<file path="config.mk">
export PLATFORM = sky130hd
export DESIGN_NAME = dram_strobe_decoder
export DESIGN_NICKNAME = d
export VERILOG_FILES = /design/src/rtl/dram_dec_pkg.sv /design/src/rtl/dram_strobe_sampler.sv /design/src/rtl/dram_refresh_ctr.sv /design/src/rtl/dram_cycle_fsm.sv /design/src/rtl/dram_strobe_decoder.sv
export SDC_FILE = /design/constraint.sdc
export NUM_CORES = 1
export LEC_CHECK = 0
export ABC_AREA = 1
export CAP_MARGIN = 10
export CORE_MARGIN = 5
export CORE_UTILIZATION = 53
export CTS_BUF_LIST = sky130_fd_sc_hd__clkbuf_8
export DETAILED_ROUTE_END_ITERATION = 8
export PLACE_DENSITY = 0.82
export REMOVE_ABC_BUFFERS = 1
export SLEW_MARGIN = 20
export SYNTH_ARGS = -nofsm -noshare
export SYNTH_HDL_FRONTEND = slang
export SYNTH_SLANG_ARGS = --single-unit
</file>
<file path="constraint.sdc">
create_clock -name clk -period 1.8 [get_ports clk]
set_clock_uncertainty 0.2 [all_clocks]
set_input_delay 0.45 -clock clk [delete_from_list [all_inputs] [get_ports clk]]
set_output_delay 0.45 -clock clk [all_outputs]
set_load 0.02 [all_outputs]
</file>
<file path="src/rtl/dram_dec_pkg.sv">
package dram_dec_pkg;
  typedef enum logic [2:0] {
    K_NONE  = 3'd0,
    K_READ  = 3'd1,
    K_EWR   = 3'd2,
    K_LWR   = 3'd3,
    K_RONLY = 3'd4,
    K_CBR   = 3'd5,
    K_HID   = 3'd6
  } cyc_kind_e;

  typedef enum logic [1:0] {
    PH_IDLE = 2'd0,
    PH_ACC  = 2'd1,
    PH_REF  = 2'd2
  } phase_e;
endpackage

</file>
<file path="src/rtl/dram_strobe_sampler.sv">
module dram_strobe_sampler #(
  parameter int N = 3
) (
  input  logic         clk,
  input  logic         rst,
  input  logic [N-1:0] cur,
  output logic [N-1:0] prev
);
  // Strobes are active low, so the idle value after reset is all ones.
  always_ff @(posedge clk) begin
    if (rst) prev <= '1;
    else     prev <= cur;
  end
endmodule

</file>
<file path="src/rtl/dram_refresh_ctr.sv">
module dram_refresh_ctr #(
  parameter int W = 9
) (
  input  logic         clk,
  input  logic         rst,
  input  logic         inc,
  output logic [W-1:0] cnt
);
  // Natural binary wrap from all ones to zero.
  always_ff @(posedge clk) begin
    if (rst)      cnt <= '0;
    else if (inc) cnt <= cnt + 1'b1;
  end
endmodule

</file>
<file path="src/rtl/dram_cycle_fsm.sv">
module dram_cycle_fsm
  import dram_dec_pkg::*;
(
  input  logic       clk,
  input  logic       rst,
  input  logic       ras_n,
  input  logic       cas_n,
  input  logic       we_n,
  input  logic       oe_n,
  input  logic       p_ras,
  input  logic       p_cas,
  input  logic       p_we,
  output logic       row_ld,
  output logic       row_from_ctr,
  output logic       col_ld,
  output logic       ctr_inc,
  output logic       wr_stb,
  output logic       wr_by_we,
  output logic       dq_oe,
  output logic       cyc_stb,
  output logic [2:0] cyc_kind
);
  phase_e    phase;
  cyc_kind_e acc_kind;
  cyc_kind_e kind_q;
  logic      rd_valid, hide_ok, hidden;
  logic      ras_fall, ras_rise, cas_fall, cas_rise, we_fall;
  logic      rd_nxt;

  always_comb begin
    ras_fall = p_ras & ~ras_n;
    ras_rise = ~p_ras & ras_n;
    cas_fall = p_cas & ~cas_n;
    cas_rise = ~p_cas & cas_n;
    we_fall  = p_we & ~we_n;
    row_ld       = ras_fall;
    row_from_ctr = ras_fall & ~cas_n;
    col_ld       = ~ras_n & p_cas & ((phase == PH_ACC) | (ras_fall & cas_n));
    ctr_inc      = ras_rise & (phase == PH_REF);
    rd_nxt = rd_valid;
    if (cas_rise)
      rd_nxt = 1'b0;
    else if ((phase == PH_ACC) && cas_fall && ~ras_n)
      rd_nxt = we_n;
  end

  always_ff @(posedge clk) begin
    if (rst) begin
      phase    <= PH_IDLE;
      acc_kind <= K_NONE;
      kind_q   <= K_NONE;
      rd_valid <= 1'b0;
      hide_ok  <= 1'b0;
      hidden   <= 1'b0;
      wr_stb   <= 1'b0;
      wr_by_we <= 1'b0;
      dq_oe    <= 1'b0;
      cyc_stb  <= 1'b0;
    end else begin
      wr_stb   <= 1'b0;
      cyc_stb  <= 1'b0;
      rd_valid <= rd_nxt;
      dq_oe    <= rd_nxt & ~cas_n & ~oe_n;
      if (cas_rise) hide_ok <= 1'b0;
      if (ras_fall) begin
        if (cas_n) begin
          phase    <= PH_ACC;
          acc_kind <= K_NONE;
        end else begin
          phase  <= PH_REF;
          hidden <= hide_ok;
        end
      end else if (ras_rise) begin
        cyc_stb <= 1'b1;
        if (phase == PH_REF)
          kind_q <= hidden ? K_HID : K_CBR;
        else
          kind_q <= (acc_kind == K_NONE) ? K_RONLY : acc_kind;
        hide_ok <= ~cas_n & (((phase == PH_ACC) && (acc_kind == K_READ)) ||
                             ((phase == PH_REF) && hidden));
        phase <= PH_IDLE;
      end else if ((phase == PH_ACC) && ~ras_n) begin
        if (cas_fall) begin
          acc_kind <= we_n ? K_READ : K_EWR;
          wr_stb   <= ~we_n;
          wr_by_we <= 1'b0;
        end else if (we_fall && ~cas_n && (acc_kind == K_READ)) begin
          acc_kind <= K_LWR;
          wr_stb   <= 1'b1;
          wr_by_we <= 1'b1;
        end
      end
    end
  end

  assign cyc_kind = kind_q;

  // a report is a single-clock pulse
  a_r11_stb_pulse: assert property (@(posedge clk) disable iff (rst)
    cyc_stb |=> !cyc_stb);
  // drivers only follow column strobe and output enable both low
  a_r8_oe_needs_both: assert property (@(posedge clk) disable iff (rst)
    dq_oe |-> (!$past(cas_n) && !$past(oe_n)));
  // an early write never drives the outputs
  a_r6_early_quiet: assert property (@(posedge clk) disable iff (rst)
    (wr_stb && !wr_by_we) |-> !dq_oe);
endmodule

</file>
<file path="src/rtl/dram_strobe_decoder.sv">
module dram_strobe_decoder
  import dram_dec_pkg::*;
#(
  parameter int AW = 9
) (
  input  logic          clk,
  input  logic          rst,
  input  logic          ras_n,
  input  logic          cas_n,
  input  logic          we_n,
  input  logic          oe_n,
  input  logic [AW-1:0] addr,
  output logic          row_le,
  output logic [AW-1:0] row_addr,
  output logic [AW-1:0] col_addr,
  output logic          wr_stb,
  output logic          wr_by_we,
  output logic          dq_oe,
  output logic          cyc_stb,
  output logic [2:0]    cyc_kind
);
  localparam int NSTB = 3;

  logic [NSTB-1:0] cur_stb, prev_stb;
  logic [AW-1:0]   rf_cnt;
  logic            row_ld, row_from_ctr, col_ld, ctr_inc;

  assign cur_stb = {we_n, cas_n, ras_n};

  dram_strobe_sampler #(.N(NSTB)) u_sample (
    .clk (clk), .rst (rst), .cur (cur_stb), .prev (prev_stb)
  );

  dram_refresh_ctr #(.W(AW)) u_rfctr (
    .clk (clk), .rst (rst), .inc (ctr_inc), .cnt (rf_cnt)
  );

  dram_cycle_fsm u_fsm (
    .clk          (clk),
    .rst          (rst),
    .ras_n        (ras_n),
    .cas_n        (cas_n),
    .we_n         (we_n),
    .oe_n         (oe_n),
    .p_ras        (prev_stb[0]),
    .p_cas        (prev_stb[1]),
    .p_we         (prev_stb[2]),
    .row_ld       (row_ld),
    .row_from_ctr (row_from_ctr),
    .col_ld       (col_ld),
    .ctr_inc      (ctr_inc),
    .wr_stb       (wr_stb),
    .wr_by_we     (wr_by_we),
    .dq_oe        (dq_oe),
    .cyc_stb      (cyc_stb),
    .cyc_kind     (cyc_kind)
  );

  always_ff @(posedge clk) begin
    if (rst) begin
      row_le   <= 1'b0;
      row_addr <= '0;
      col_addr <= '0;
    end else begin
      row_le <= row_ld;
      if (row_ld) row_addr <= row_from_ctr ? rf_cnt : addr;
      if (col_ld) col_addr <= addr;
    end
  end

  // a row open is a single-clock pulse
  a_r2_row_le_pulse: assert property (@(posedge clk) disable iff (rst)
    row_le |=> !row_le);
  // every write strobe coincides with write enable low
  a_r7_wr_we_low: assert property (@(posedge clk) disable iff (rst)
    wr_stb |-> !$past(we_n));
  // each refresh report comes with one counter step
  a_r10_ctr_step: assert property (@(posedge clk) disable iff (rst)
    (cyc_stb && (cyc_kind == K_CBR || cyc_kind == K_HID)) |->
      (rf_cnt == AW'($past(rf_cnt) + 1'b1)));
endmodule

</file>
==> impl_results.md <==
- IO buf count: 40
- Clock power share: 0.300
- WS Path Type: in2reg
- DP Area: 0.002616 mm^2
- Clk Latency, worst-skew pair: ~300 ps
- Total power: approximately 2 mW
- Syn Std Cell Area: between 0.002 and 0.0025 mm^2
- Synth cell types: 28
- Drt wl/cell: 12.79 um
- Max clock buf depth: 2
- Switching part of the total: 0.2752
- Seq cells post-synth: between 40 and 50
- Die Height: between 70 and 80 um
- Placed insts: ~380
- Post-route ant nets: 0
- Clock root buffer: clkbuf_8
- Finished Core Util: 0.7398
- Antenna violations before repair: 0
- Synth-to-Final Area Change: 34.22%
- Pre-CTS setup slack: -441.3 ps
- Routability congestion estimate: 0.9678
- Worst ir drop on vdd: around 470 uV
- Row count: 22
- Die area: 0.005175 mm^2
- Max Fclk: between 600 and 700 MHz
- GRT Overall Usage: 0.1991
- Internal power: ~1.4 mW
- Mapped Cells: roughly 270
- H-Tree Depth: 2
- Power per cell area: between 700 and 800 mW/mm^2
- CP required: 1800 ps
- DRC errors left: 0
- Reg clk slew, reported paths: about 80 ps
- Post-route minimum period: about 1700 ps
- Ys Warns: 0
- Vias: slightly below 2000
- Setup Fix Bufs, Post-CTS: 0
- Fin. Hold Viols: 0
- Seq/Total Area, Yosys: 0.4431
- RSZ-0062 raised after global routing: no
- Slew @ Worst Pin: 345.0 ps
- Initial Util: 0.5512
- Drt pass-1 iters: 4
- Post-route insts no fill: approximately 380
- Pleak: 1.369 nW
- Fin nets: approximately 350
- Num CTS Buffers: 5
- Fin. max-slew vios: 0
- HPWL Detailed: about 3600 um
- NetSw: 547.3 uW
- Worst Reg-to-Reg Cells: 8
- CTS tree: built
- Die width: about 72 um
- Min-delay worst type: reg2reg
- Gate power share: 0.167
- Crit path DAT: 1660 ps
- Final setup fails: 0
- Vias in the first global route: about 1900
- Core Region: ~0.0037 mm^2
- Slew margin rel.: 0.7676
- Initial DRC count: approximately 140
- Hold Crit Depth: 2
- Inserted Diodes: 0
- Final wirelength: between 4000 and 5000 um
- Crit start category: input port
- CTS sink cnt: 45
- First-pass GRT wire length: about 8200 um
- Mean Syn Cell Area: ~7.4 um^2
- Flop pwr share: 0.533
- Setup ws final: 134.8 ps
- Pin count of the biggest net entering global routing: 22
- Critical Path Fanout Max: 7
- Post-Layout Inst Area: 0.002729 mm^2
- # IOs: 41
- Share of cells above drive strength 1: 0.1786
- Worst Setup End Kind: flip-flop
- Final worst-path cycle share: 0.9251
- Maxcap violations: 0
- GRT overflow: 0
- Vias per cell: just over 5
- Status: completed
-- what timing repair did --
action | CTS | global route
endpoints found under the setup margin | 34 | 24
endpoints found under the hold margin | 0 | 0
hold buffers | 0 | 0
pin swaps | 2 | 2
gates resized for setup | 36 | 6
-- per-layer routing --
| layer | GRT usage | wire [um] | vias up | share of wire |
|---|---|---|---|---|
| li1 | - | - | 991 | - |
| met1 | 0.2681 | 2173 | 869 | 0.44 |
| met2 | 0.3194 | 2320 | 67 | 0.47 |
| met3 | 0.03047 | 361 | 5 | 0.074 |
| met4 | 0.08142 | 55 | 0 | 0.011 |
| met5 | 0 | 0 | - | 0 |
-- logic make-up (layout without fill, tap and decap cells) --
| family | count (synthesis) | count (layout) | share of synthesized area |
|---|---|---|---|
| compound gates | 52 | 52 | 0.1452 |
| flops | 45 | 45 | 0.4431 |
| simple gates | 120 | 120 | 0.2788 |
| buf+inv | 54 | 116 | 0.1145 |
| fa+ha+maj | 3 | 3 | 0.01846 |
-- final timing paths --
| path | from | endpoint | slack (ps) |
|---|---|---|---|
| max | cas_n | u_fsm.acc_kind[1] | 130 |
| max reg2reg | u_sample.prev[0] | u_fsm.acc_kind[1] | 230 |
| min | u_fsm.cyc_kind[0] | u_fsm.cyc_kind[0] | 270 |
| min reg2reg | u_fsm.cyc_kind[0] | u_fsm.cyc_kind[0] | 270 |
-- sequential cells by signal, indices dropped and copies added (netlist names) --
register	cells
col_addr	9
row_addr	9
row_le	1
u_fsm.acc_kind	2
u_fsm.cyc_kind	3
u_fsm.cyc_stb	1
u_fsm.dq_oe	1
u_fsm.hidden	1
u_fsm.hide_ok	1
u_fsm.phase	2
u_fsm.rd_valid	1
u_fsm.wr_by_we	1
u_fsm.wr_stb	1
u_rfctr.cnt	9
u_sample.prev	3
-- synthesized netlist by cell type (all sizes together) --
library cell	instances	area share
nand4	4	0.012
a21oi	20	0.051
ha	3	0.018
o21bai	1	0.0055
nand2	63	0.13
dfxtp	45	0.44
nor2	29	0.066
o221ai	3	0.013
nor3	3	0.012
nand3	20	0.055
buf	8	0.027
inv	46	0.087
or2	1	0.0031
o211ai	4	0.015
o21ai	24	0.061
-- layout make-up --
class	count	area, um^2
Fill cell	303	959.7
Inverter	46	177.7
Multi-Input combinational cell	175	952.2
Timing Repair Buffer	62	555.5
Sequential cell	45	900.9
Clock buffer	5	68.82
Tap cell	48	60.06
Clock inverter	3	13.76
-- placed cells by master, fill, tap and decap left out, drive strengths merged --
| cell type | synthesis | routed |
|---|---|---|
| clkbuf | 0 | 5 |
| buf | 8 | 22 |
| nand3 | 20 | 20 |
| o221ai | 3 | 3 |
| or2 | 1 | 1 |
| o211ai | 4 | 4 |
| dlygate4sd2 | 0 | 26 |
| o21ai | 24 | 24 |
| a21oi | 20 | 20 |
| nand2 | 63 | 63 |
| o21bai | 1 | 1 |
| nor3 | 3 | 3 |
| dfxtp | 45 | 45 |
| ha | 3 | 3 |
| inv | 46 | 47 |
| clkdlybuf4s50 | 0 | 13 |
| dlymetal6s2s | 0 | 1 |
| nor2 | 29 | 29 |
| nand4 | 4 | 4 |
| clkinv | 0 | 2 |
-- through the flow --
stage                     hold WS (ps)  TNS [ps]
after floorplan                  243.7         0
after global placement           260.5     -9373
after detailed placement         261.2    -10610
after CTS                        273.2         0
after global routing             306.3         0
final                            269.8         0
-- critical path: stages --
cell and delay [ps]:
clkdlybuf4s50_1 410, buf_6 150, nor2_4 130, inv_1 80, nand2_1 110, nand2_2 110, a21oi_2 160, nor2_1 60
-- power groups by stage --
stage          combinational (mW)  sequential [mW]  clock (mW)
2_1_floorplan               0.134             1.11           0
6_report                    0.332             1.06       0.597
4_1_cts                     0.327             1.06       0.605
5_1_grt                     0.365             1.06       0.638
3_3_place_gp                0.326             1.08           0
3_5_place_dp                0.333             1.08           0
Note: power is estimated with default switching activity, not from simulation.
